File: config.mk
export PLATFORM = sky130hd
export DESIGN_NAME = cfg_act_detect
export DESIGN_NICKNAME = d
export VERILOG_FILES = /design/src/rtl/cfg_act_pkg.sv /design/src/rtl/cfg_act_sync.sv /design/src/rtl/cfg_act_spi_key.sv /design/src/rtl/cfg_act_i2c_key.sv /design/src/rtl/cfg_act_arb.sv /design/src/rtl/cfg_act_detect.sv
export SDC_FILE = /design/constraint.sdc
export NUM_CORES = 1
export LEC_CHECK = 0
export ABC_AREA = 1
export BUFFER_PORTS_ARGS = -buffer_cell sky130_fd_sc_hd__buf_4
export CAP_MARGIN = 20
export CORE_MARGIN = 10
export CORE_UTILIZATION = 35
export CTS_CLUSTER_DIAMETER = 30
export CTS_CLUSTER_SIZE = 10
export DETAILED_ROUTE_END_ITERATION = 7
export PLACE_DENSITY_LB_ADDON = 0.08
export REMOVE_ABC_BUFFERS = 1
export SYNTH_ARGS = -nofsm -noshare
export SYNTH_HDL_FRONTEND = slang
export SYNTH_HIERARCHICAL = 1
export SYNTH_SLANG_ARGS = --single-unit
File: constraint.sdc
create_clock -name clk -period 1.8 [get_ports clk]
set_clock_uncertainty 0.1 [all_clocks]
set_input_delay 0.09 -clock clk [delete_from_list [all_inputs] [get_ports clk]]
set_output_delay 0.09 -clock clk [all_outputs]
set_load 0.05 [all_outputs]
File: src/rtl/cfg_act_pkg.sv
package cfg_act_pkg;

    localparam logic [31:0] ACT_KEY   = 32'hA4C6F48A;
    localparam int          KEY_BYTES = 4;

    typedef enum logic [1:0] {
        PM_IDLE,
        PM_SPI,
        PM_I2C,
        PM_BOOT
    } port_mode_e;

    typedef enum logic [2:0] {
        SM_FIRST,
        SM_DUMMY,
        SM_KEY,
        SM_FAIL,
        SM_DONE
    } spi_match_e;

    typedef struct packed {
        logic spi;
        logic i2c;
    } port_pair_t;

    function automatic logic [7:0] key_byte(input logic [1:0] idx);
        return ACT_KEY[(31 - 8 * int'(idx)) -: 8];
    endfunction

endpackage

File: src/rtl/cfg_act_sync.sv
module cfg_act_sync #(
    parameter int             W       = 4,
    parameter logic [W-1:0]   RST_VAL = '0
) (
    input  logic         clk,
    input  logic         rst,
    input  logic [W-1:0] din,
    output logic [W-1:0] dout
);
    for (genvar g = 0; g < W; g++) begin : g_bit
        logic s1, s2;
        always_ff @(posedge clk) begin
            if (rst) begin
                s1 <= RST_VAL[g];
                s2 <= RST_VAL[g];
            end else begin
                s1 <= din[g];
                s2 <= s1;
            end
        end
        assign dout[g] = s2;
    end
endmodule

File: src/rtl/cfg_act_spi_key.sv
module cfg_act_spi_key
    import cfg_act_pkg::*;
(
    input  logic clk,
    input  logic rst,
    input  logic hold,
    input  logic sck_s,
    input  logic csn_s,
    input  logic mosi_s,
    output logic hit
);
    logic       sck_d;
    logic [2:0] bit_cnt;
    logic [6:0] shreg;
    logic [1:0] idx;
    spi_match_e st;
    logic       hit_q;
    logic       sck_rise;
    logic [7:0] byte_w;

    assign sck_rise = sck_s & ~sck_d;
    assign byte_w   = {shreg, mosi_s};

    always_ff @(posedge clk) begin
        if (rst) sck_d <= 1'b0;
        else     sck_d <= sck_s;
    end

    always_ff @(posedge clk) begin
        if (rst || hold || csn_s) begin
            bit_cnt <= '0;
            shreg   <= '0;
            idx     <= '0;
            st      <= SM_FIRST;
            hit_q   <= 1'b0;
        end else begin
            hit_q <= 1'b0;
            if (sck_rise) begin
                shreg   <= byte_w[6:0];
                bit_cnt <= bit_cnt + 3'd1;
                if (bit_cnt == 3'd7) begin
                    case (st)
                        SM_FIRST: st <= SM_DUMMY;
                        SM_DUMMY: begin
                            if (byte_w == key_byte(2'd0)) begin
                                st  <= SM_KEY;
                                idx <= 2'd1;
                            end
                        end
                        SM_KEY: begin
                            if (byte_w == key_byte(idx)) begin
                                if (idx == 2'(KEY_BYTES - 1)) begin
                                    hit_q <= 1'b1;
                                    st    <= SM_DONE;
                                end else begin
                                    idx <= idx + 2'd1;
                                end
                            end else begin
                                st <= SM_FAIL;
                            end
                        end
                        default: ;
                    endcase
                end
            end
        end
    end

    assign hit = hit_q;

    assert_frame_low_R2: assert property (@(posedge clk) disable iff (rst)
        hit_q |-> $past(!csn_s && !hold));

endmodule

File: src/rtl/cfg_act_i2c_key.sv
module cfg_act_i2c_key
    import cfg_act_pkg::*;
(
    input  logic       clk,
    input  logic       rst,
    input  logic       hold,
    input  logic       addr_hit,
    input  logic       byte_vld,
    input  logic [7:0] byte_in,
    input  logic       stop,
    output logic       hit
);
    logic       armed;
    logic [1:0] idx;
    logic       hit_q;

    always_ff @(posedge clk) begin
        if (rst || hold) begin
            armed <= 1'b0;
            idx   <= '0;
            hit_q <= 1'b0;
        end else begin
            hit_q <= 1'b0;
            if (stop) begin
                armed <= 1'b0;
            end else if (addr_hit) begin
                armed <= 1'b1;
                idx   <= '0;
            end else if (byte_vld && armed) begin
                if (byte_in == key_byte(idx)) begin
                    if (idx == 2'(KEY_BYTES - 1)) begin
                        hit_q <= 1'b1;
                        armed <= 1'b0;
                    end else begin
                        idx <= idx + 2'd1;
                    end
                end else begin
                    armed <= 1'b0;
                end
            end
        end
    end

    assign hit = hit_q;

    assert_after_addr_R3: assert property (@(posedge clk) disable iff (rst)
        hit_q |-> $past(byte_vld && armed));

endmodule

File: src/rtl/cfg_act_arb.sv
module cfg_act_arb
    import cfg_act_pkg::*;
#(
    parameter int WIN_CYCLES = 1_900_000
) (
    input  logic       clk,
    input  logic       rst,
    input  logic       pwr_good,
    input  logic       rstn_s,
    input  port_pair_t hits,
    output port_mode_e mode
);
    localparam int CW = $clog2(WIN_CYCLES + 1);

    logic [CW-1:0] win_cnt;
    logic          win_open;
    logic          refreshed_q;
    logic          rstn_d;
    logic          fall, rise;
    port_mode_e    mode_q;

    assign win_open = win_cnt < CW'(WIN_CYCLES);
    assign fall     = rstn_d & ~rstn_s;
    assign rise     = ~rstn_d & rstn_s;

    always_ff @(posedge clk) begin
        if (rst || !pwr_good)               win_cnt <= '0;
        else if (win_cnt != CW'(WIN_CYCLES)) win_cnt <= win_cnt + 1'b1;
    end

    always_ff @(posedge clk) begin
        if (rst) begin
            rstn_d      <= 1'b0;
            refreshed_q <= 1'b0;
            mode_q      <= PM_IDLE;
        end else begin
            rstn_d <= rstn_s;
            if (!pwr_good) begin
                mode_q      <= PM_IDLE;
                refreshed_q <= 1'b0;
            end else if (fall) begin
                mode_q      <= PM_IDLE;
                refreshed_q <= 1'b1;
            end else if (mode_q == PM_IDLE) begin
                if (!rstn_s && (win_open || refreshed_q)) begin
                    if (hits.spi)      mode_q <= PM_SPI;
                    else if (hits.i2c) mode_q <= PM_I2C;
                end else if (rise) begin
                    mode_q <= PM_BOOT;
                end
            end
        end
    end

    assign mode = mode_q;

    assert_window_R4: assert property (@(posedge clk) disable iff (rst)
        (mode_q == PM_IDLE && !refreshed_q && !win_open)
        |=> (mode_q != PM_SPI && mode_q != PM_I2C));

    assert_only_low_R5: assert property (@(posedge clk) disable iff (rst)
        (mode_q == PM_IDLE && rstn_s) |=> (mode_q != PM_SPI && mode_q != PM_I2C));

    assert_boot_on_release_R6: assert property (@(posedge clk) disable iff (rst)
        (mode_q == PM_IDLE && rise && pwr_good) |=> mode_q == PM_BOOT);

    assert_spi_holds_R7: assert property (@(posedge clk) disable iff (rst)
        (mode_q == PM_SPI && pwr_good && !fall) |=> mode_q == PM_SPI);

    assert_i2c_holds_R7: assert property (@(posedge clk) disable iff (rst)
        (mode_q == PM_I2C && pwr_good && !fall) |=> mode_q == PM_I2C);

    assert_refresh_clears_R8: assert property (@(posedge clk) disable iff (rst)
        (fall || !pwr_good) |=> mode_q == PM_IDLE);

endmodule

File: src/rtl/cfg_act_detect.sv
module cfg_act_detect
    import cfg_act_pkg::*;
#(
    parameter int WIN_CYCLES = 1_900_000
) (
    input  logic       clk,
    input  logic       rst,
    input  logic       pwr_good,
    input  logic       cfg_rst_n,
    input  logic       spi_sck,
    input  logic       spi_csn,
    input  logic       spi_mosi,
    input  logic       i2c_addr_hit,
    input  logic       i2c_byte_vld,
    input  logic [7:0] i2c_byte,
    input  logic       i2c_stop,
    output logic       slv_spi_act,
    output logic       slv_i2c_act,
    output logic       boot_req,
    output logic       spi_locked,
    output logic       i2c_locked
);
    logic [3:0] pins_s;
    port_pair_t hits;
    port_mode_e mode;

    cfg_act_sync #(.W(4), .RST_VAL(4'b0100)) u_sync (
        .clk  (clk),
        .rst  (rst),
        .din  ({cfg_rst_n, spi_csn, spi_mosi, spi_sck}),
        .dout (pins_s)
    );

    cfg_act_spi_key u_spi (
        .clk    (clk),
        .rst    (rst),
        .hold   (mode == PM_I2C),
        .sck_s  (pins_s[0]),
        .csn_s  (pins_s[2]),
        .mosi_s (pins_s[1]),
        .hit    (hits.spi)
    );

    cfg_act_i2c_key u_i2c (
        .clk      (clk),
        .rst      (rst),
        .hold     (mode == PM_SPI),
        .addr_hit (i2c_addr_hit),
        .byte_vld (i2c_byte_vld),
        .byte_in  (i2c_byte),
        .stop     (i2c_stop),
        .hit      (hits.i2c)
    );

    cfg_act_arb #(.WIN_CYCLES(WIN_CYCLES)) u_arb (
        .clk      (clk),
        .rst      (rst),
        .pwr_good (pwr_good),
        .rstn_s   (pins_s[3]),
        .hits     (hits),
        .mode     (mode)
    );

    assign slv_spi_act = (mode == PM_SPI);
    assign slv_i2c_act = (mode == PM_I2C);
    assign boot_req    = (mode == PM_BOOT);
    assign spi_locked  = (mode == PM_I2C);
    assign i2c_locked  = (mode == PM_SPI);

endmodule

After elaboration in Yosys (flattened, before gate mapping)
Cells that the tools add are included.
{"block": "classes", "reduce_logical": 26, "magnitude_cmp": 1, "bitwise_logic": 14, "n_eq_ne": 19, "add_sub_neg": 6, "muxes": 22, "n_shift": 2}
{"operator": "indexed part select 39 x 32 -> 8 bit, first input constant", "count": 2}
{"operator": "2-to-1 mux 2 bit", "count": 11}
{"operator": "adder 21 x 1 -> 21 bit, second input constant", "count": 1}
{"operator": "less-than comparator 21 bit, second input constant", "count": 1}
{"operator": "!= test 21 bit, second input constant", "count": 1}
{"operator": "== test 8 bit", "count": 2}
{"operator": "subtractor 5 x 5 -> 6 bit, first input constant", "count": 2}
{"operator": "inverter 1 bit", "count": 11}
{"operator": "OR reduction 5 bit", "count": 2}
{"operator": "2-to-1 mux 3 bit", "count": 3}
{"operator": "!= test 3 bit, second input constant", "count": 3}
{"operator": "case mux 3 bit (3 select lines)", "count": 1}
{"operator": "== test 2 bit, second input constant", "count": 4}
{"operator": "== test 8 bit, second input constant", "count": 1}
{"operator": "nonzero test 2 bit", "count": 4}
{"operator": "2-to-1 mux 1 bit", "count": 6}
{"operator": "AND reduction 6 bit", "count": 1}
{"operator": "logical OR 1 bit", "count": 5}
{"operator": "AND reduction 5 bit", "count": 1}
{"operator": "adder 2 x 1 -> 2 bit, second input constant", "count": 2}
{"operator": "!= test 2 x 1 -> 1 bit, second input constant", "count": 2}
{"operator": "!= test 2 bit, second input constant", "count": 2}
{"operator": "case mux 2 bit (2 select lines)", "count": 1}
{"operator": "AND reduction 4 bit", "count": 1}
{"operator": "other kinds (15)", "count": 20}
{"block": "word_totals", "in_bits": 18, "ff_bits": 54, "output_inout_bits": 5, "word_cells": 111}

Longest topological paths before layout
{"block": "logic_depth", "word_depth": 6, "ltp_mapped": 13, "ltp_nobuf": 13}

Hierarchy
The synthesis kept the hierarchy.
{"mod": "cfg_act_arb", "instances": 1, "cells_per_inst": 172, "seq_area_each_um2": 500.5, "area_per_inst_um2": 1233.7}
{"mod": "cfg_act_spi_key", "instances": 1, "cells_per_inst": 134, "seq_area_each_um2": 340.3, "area_per_inst_um2": 943.4}
{"mod": "cfg_act_i2c_key", "instances": 1, "cells_per_inst": 87, "seq_area_each_um2": 80.1, "area_per_inst_um2": 459.2}
{"mod": "cfg_act_sync", "instances": 1, "cells_per_inst": 29, "seq_area_each_um2": 160.2, "area_per_inst_um2": 254.0}
{"mod": "cfg_act_detect", "instances": 1, "cells_per_inst": 8, "seq_area_each_um2": 0.0, "area_per_inst_um2": 37.5}

Worst setup path before layout
OpenSTA, ideal clock, no wires.
{"block": "synth_timing", "path_kind": "register to register", "from": "reg u_arb.mode_q[1], in the netlist u_arb/mode[1]", "to": "reg u_spi.shreg[0]", "path_slack_ns": -0.051, "synth_period_minus_slack_ns": 1.851, "stages_incl_launch_ff": 7, "setup_time_ns": 0.128, "path_buffers": 1, "arrival_ns": 1.623, "t_required_ns": 1.572, "path_cell_list": "dfxtp_1 -> inv_1 -> nor2_1 -> nor3_1 -> clkbuf_2 -> o21ai_0 -> a21oi_1"}
{"block": "synth_via", "elab_chain_cells": 3}
{"element": "from (decl)", "line": "cfg_act_arb.sv:20", "text": "port_mode_e mode_q;"}
{"element": "from (signal assigned)", "line": "cfg_act_arb.sv:35", "text": "mode_q <= PM_IDLE;"}
{"element": "from (signal assigned)", "line": "cfg_act_arb.sv:39", "text": "mode_q <= PM_IDLE;"}
{"element": "from (signal assigned)", "line": "cfg_act_arb.sv:42", "text": "mode_q <= PM_IDLE;"}
{"element": "== test 2 bit"}
{"element": "named net slv_i2c_act", "line": "cfg_act_detect.sv:18", "text": "output logic slv_i2c_act,"}
{"element": "logical OR 1 bit (2 in series)", "line": "cfg_act_spi_key.sv:30", "text": "if (rst || hold || csn_s) begin"}
{"element": "to (signal assigned)", "line": "cfg_act_spi_key.sv:39", "text": "shreg <= byte_w[6:0];"}
{"element": "to (decl)", "line": "cfg_act_spi_key.sv:14", "text": "logic [6:0] shreg;"}
The timed path passes the listed nets, and every way through them passes these cells.
A chain may end at the register's enable or synchronous reset.

Worst setup path in the final report
{"block": "layout_timing", "from": "reg u_spi.idx[0]", "to": "reg u_spi.st[0]"}
{"block": "layout_via", "elab_chain_cells": 5, "word_cells_on_any_way": 8, "cone_classes": "1 x add/sub; 3 x eq/ne; 1 x shift; 2 x mux; 1 x reduce/logical"}
{"element": "from (decl)", "line": "cfg_act_spi_key.sv:15", "text": "logic [1:0] idx;"}
{"element": "from (signal assigned)", "line": "cfg_act_spi_key.sv:56", "text": "idx <= idx + 2'd1;"}
{"element": "subtractor 5 x 5 -> 6 bit", "line": "cfg_act_pkg.sv:27", "text": "return ACT_KEY[(31 - 8 * int'(idx)) -: 8];"}
{"element": "indexed part select 39 x 32 -> 8 bit", "line": "cfg_act_pkg.sv:27"}
{"element": "== test 8 bit", "line": "cfg_act_spi_key.sv:51", "text": "if (byte_w == key_byte(idx)) begin"}
{"element": "!= test 3 bit (no line) / 2-to-1 mux 3 bit (equally long branches)"}
{"element": "AND reduction 5 bit (no line) / case mux 3 bit (3 select lines) (equally long branches)"}
{"element": "to (signal assigned)", "line": "cfg_act_spi_key.sv:46", "text": "st <= SM_KEY;"}
{"element": "to (signal assigned)", "line": "cfg_act_spi_key.sv:54", "text": "st <= SM_DONE;"}
{"element": "to (signal assigned)", "line": "cfg_act_spi_key.sv:59", "text": "st <= SM_FAIL;"}
{"element": "to (decl)", "line": "cfg_act_spi_key.sv:16", "text": "spi_match_e st;"}
Parallel ways exist; a longest one is shown, timed or not.

==> metrics.cfg <==
[routing]
post_drt_wl_per_cell_um=11.0
num_vias=2578
via_per_inst=4.48
antenna_left=0
first_pass_iters=4
drt_wl_total_um=6350
first_iter_violations=61
route.detailed.drc=0

[layout]
syn_to_final_growth_pct=20.3
nets=498
antenna_cells=0
drive_above_1_share_pct=17.0
final_core_util_pct=43.1

[setup_path]
path_class=register to register
r2r_cells=12
crit_cells=12
critPathLaunch=u_spi/idx[0]$_SDFFE_PP0P_
path_buf_inv=2
arrival_ps=1770
max_stage_delay_ps=330
r2r_slack_ps=140
r2r_end=u_spi/st[0]$_SDFFE_PP0P_
worstSetupEndpoint=u_spi/st[0]$_SDFFE_PP0P_
r2r_start=u_spi/idx[0]$_SDFFE_PP0P_
cpMostUsedCell=nand2_1
cp_max_fo=6
path_cells=buf_4 -> ha_1 -> inv_2 -> nand2_1 -> nand2_1 -> nand2_2 -> nor2_4 -> nand4_4 -> nand2_4 -> nand2_1 -> nand2_1 -> nor2_1
setup.worst_path.end_class=register
cp.required_ps=1920
crit_family=simple AND/OR/NAND/NOR gates
slowest_stage=dfxtp_2
start_kind=register

[logic_synthesis]
synth_edf_count=0
async_reset_ff_share_pct=0
synth_cells=430
ys_seq_area_share_pct=36.9
synth-seq-cells=54
ys_warn_count=6
syn-cell-area_sq_um=2930
yosysUniqueCellTypes=36
yosysMostFrequentCell=nand2_1
yosys.area.top_type_share_pct=36.9
ys.flop_type=dfxtp_1
synthTopCellsByCount=nand2_1 (95), inv_1 (76), dfxtp_1 (54)
syn_area_per_cell_sq_um=6.81
synth_top_area_cell=dfxtp_1
yosys-top-cells-area=dfxtp_1 (37%), nand2_1 (12%), inv_1 (9.7%)

[sta]
finalSetupViolCount=0
relSlewSlack_pct=79.3
rsz0062_at_grt=yes
min_period_ps=1660
fin_ws_ps=143
holdWs_ps=29.2
post-route-period-util_pct=92.1
tns_ps=0
hold_violations=0
tightestPinTransition_ps=307
drv_slew=0
max_freq_mhz=603

[grt]
grt_max_degree=18
met2_usage_pct=16.6
antenna_found_initial=0
grtUsageMet1_pct=13.6
grt_overflow=0
gr-usage-met3_pct=2.36
grt_pass1_vias=2585
track_usage_pct=10.4
grt_pass1_wl_um=11300
grt.busiest_layer=met2

[power]
clock_power_share_pct=36.7
pwr-share-comb_pct=8.8
power.total_mw=2.24
switchingPower_uw=528
swShare_pct=23.5
power.leakage_nw=1.48
peakVddDrop_mv=0.283
power_density_nw_per_um2=637
seqPwrFrac_pct=54.5
p_int_mw=1.72

[floorplanning]
start_util_pct=35.8
core_area_sq_um=8180
rows=33
io_pins=23
die-area_sq_um=12400
die_w_um=111
die_h_um=111

[placement]
io_buffers=22
dpl.hpwl_um=4880
dpl_worst_slack_ps=83.2
gp_congestion=0.780

[outcome]
outcome=completed

[clock_tree]
htree_levels=2
ctsRootBufferMaster=clkbuf_8
clk_pin_slew_worst_paths_ps=100
insertion_delay_ps=310
clkSinkCount=54
cts_buffers=5
cts_tree=done
cts_buffer_depth=2

[min_path]
hold_path.class=input pin to register
worstHoldStart=pwr_good

[flow_run]
maxCapViolCount=0

[kinds of logic (layout without fill, tap and decap cells)]
family                     Yosys count  after routing  synth area share, %
AOI/OAI and AO/OA                   64             64                 11.4
adders and majority gates           10             10                 4.27
buffers and inverters               90            131                 12.4
xor gates and xnor gates             3              3                0.898
and+or+nand+nor                    209            209                 34.1
DFF                                 54             54                 36.9
[routing by layer]
| metal | up-vias | wire, um |
|---|---|---|
| met5 | - | 0 |
| met2 | 29 | 2790 |
| li1 | 1425 | - |
| met1 | 1122 | 3330 |
| met3 | 2 | 191 |
| met4 | 0 | 32 |
[power groups by stage]
| stage | registers (mW) | clock network, mW | logic, mW |
|---|---|---|---|
| after global routing | 1.23 | 0.903 | 0.228 |
| after floorplan | 1.25 | 0 | 0.102 |
| after CTS | 1.22 | 0.867 | 0.194 |
| final | 1.22 | 0.824 | 0.197 |
| after detailed placement | 1.25 | 0 | 0.175 |
| after global placement | 1.25 | 0 | 0.174 |
[flip-flops by register name (all words and copies together), names as in the netlist, 2 cells and up]
register,cells
u_spi/shreg,7
u_spi/bit_cnt,3
u_spi/st,3
u_arb/win_cnt,21
u_sync/g_bit.s1,4
u_arb/mode,2
u_spi/idx,2
u_sync/g_bit.s2,4
u_i2c/idx,2
[area by class of cell]
type | count | area, sq um
Inverter | 81 | 305
Multi-Input combinational cell | 286 | 1540
Tap cell | 105 | 131
Clock buffer | 5 | 68.8
Fill cell | 884 | 4650
Sequential cell | 54 | 1090
Timing Repair Buffer | 42 | 343
Clock inverter | 3 | 45.0
[worst min-delay path by stage]
stage	slack [ps]	to	cells after the start
2_1_floorplan	60	u_sync/g_bit[0].s1$_SDFF_PP0_	1
3_3_place_gp	180	u_sync/g_bit[2].s1$_SDFF_PP1_	3
3_5_place_dp	180	u_sync/g_bit[2].s1$_SDFF_PP1_	3
4_1_cts	10	u_arb/win_cnt[4]$_SDFFE_PP0N_	5
5_1_grt	20	u_i2c/hit$_SDFF_PP0_	4
6_report	30	u_arb/win_cnt[4]$_SDFFE_PP0N_	5
[timing repair]
item,CTS,global route
gates resized for setup,0,16
endpoints found under the hold margin,12,0
setup buffers,0,1
hold buffers,11,0
endpoints found under the setup margin,0,11
[cell usage in the layout, fill, tap and decap left out, types with 2 or more instances in the layout]
master	n
nand4_1	8
inv_1	74
nor3_1	14
buf_4	31
nor2_2	2
or2_2	3
o21ai_0	22
clkbuf_8	5
inv_2	6
dfxtp_1	50
nand3_1	15
ha_4	2
nor2_1	47
ha_1	7
a21oi_1	35
xnor2_1	2
nand3_4	3
nor2_4	5
nand3b_1	2
o21ai_1	2
nand2_1	94
dlygate4sd3_1	11
clkinvlp_4	2
dfxtp_2	4
nand3_2	3
nor3_2	2
nand2_2	5
[through the flow]
stage / instance area [sq um] / instances
after floorplan: 2870 / 421
after global placement: 3230 / 556
after detailed placement: 3230 / 556
after CTS: 3450 / 575
after global routing: 3520 / 576
final: 3520 / 576
[tightest hold or removal path, stage by stage]
cell and delay (ps):
buf_4 110, inv_1 40, nor2_1 50, o21ai_0 70
a21oi_1 40
Power figures use the tool's default switching activity.
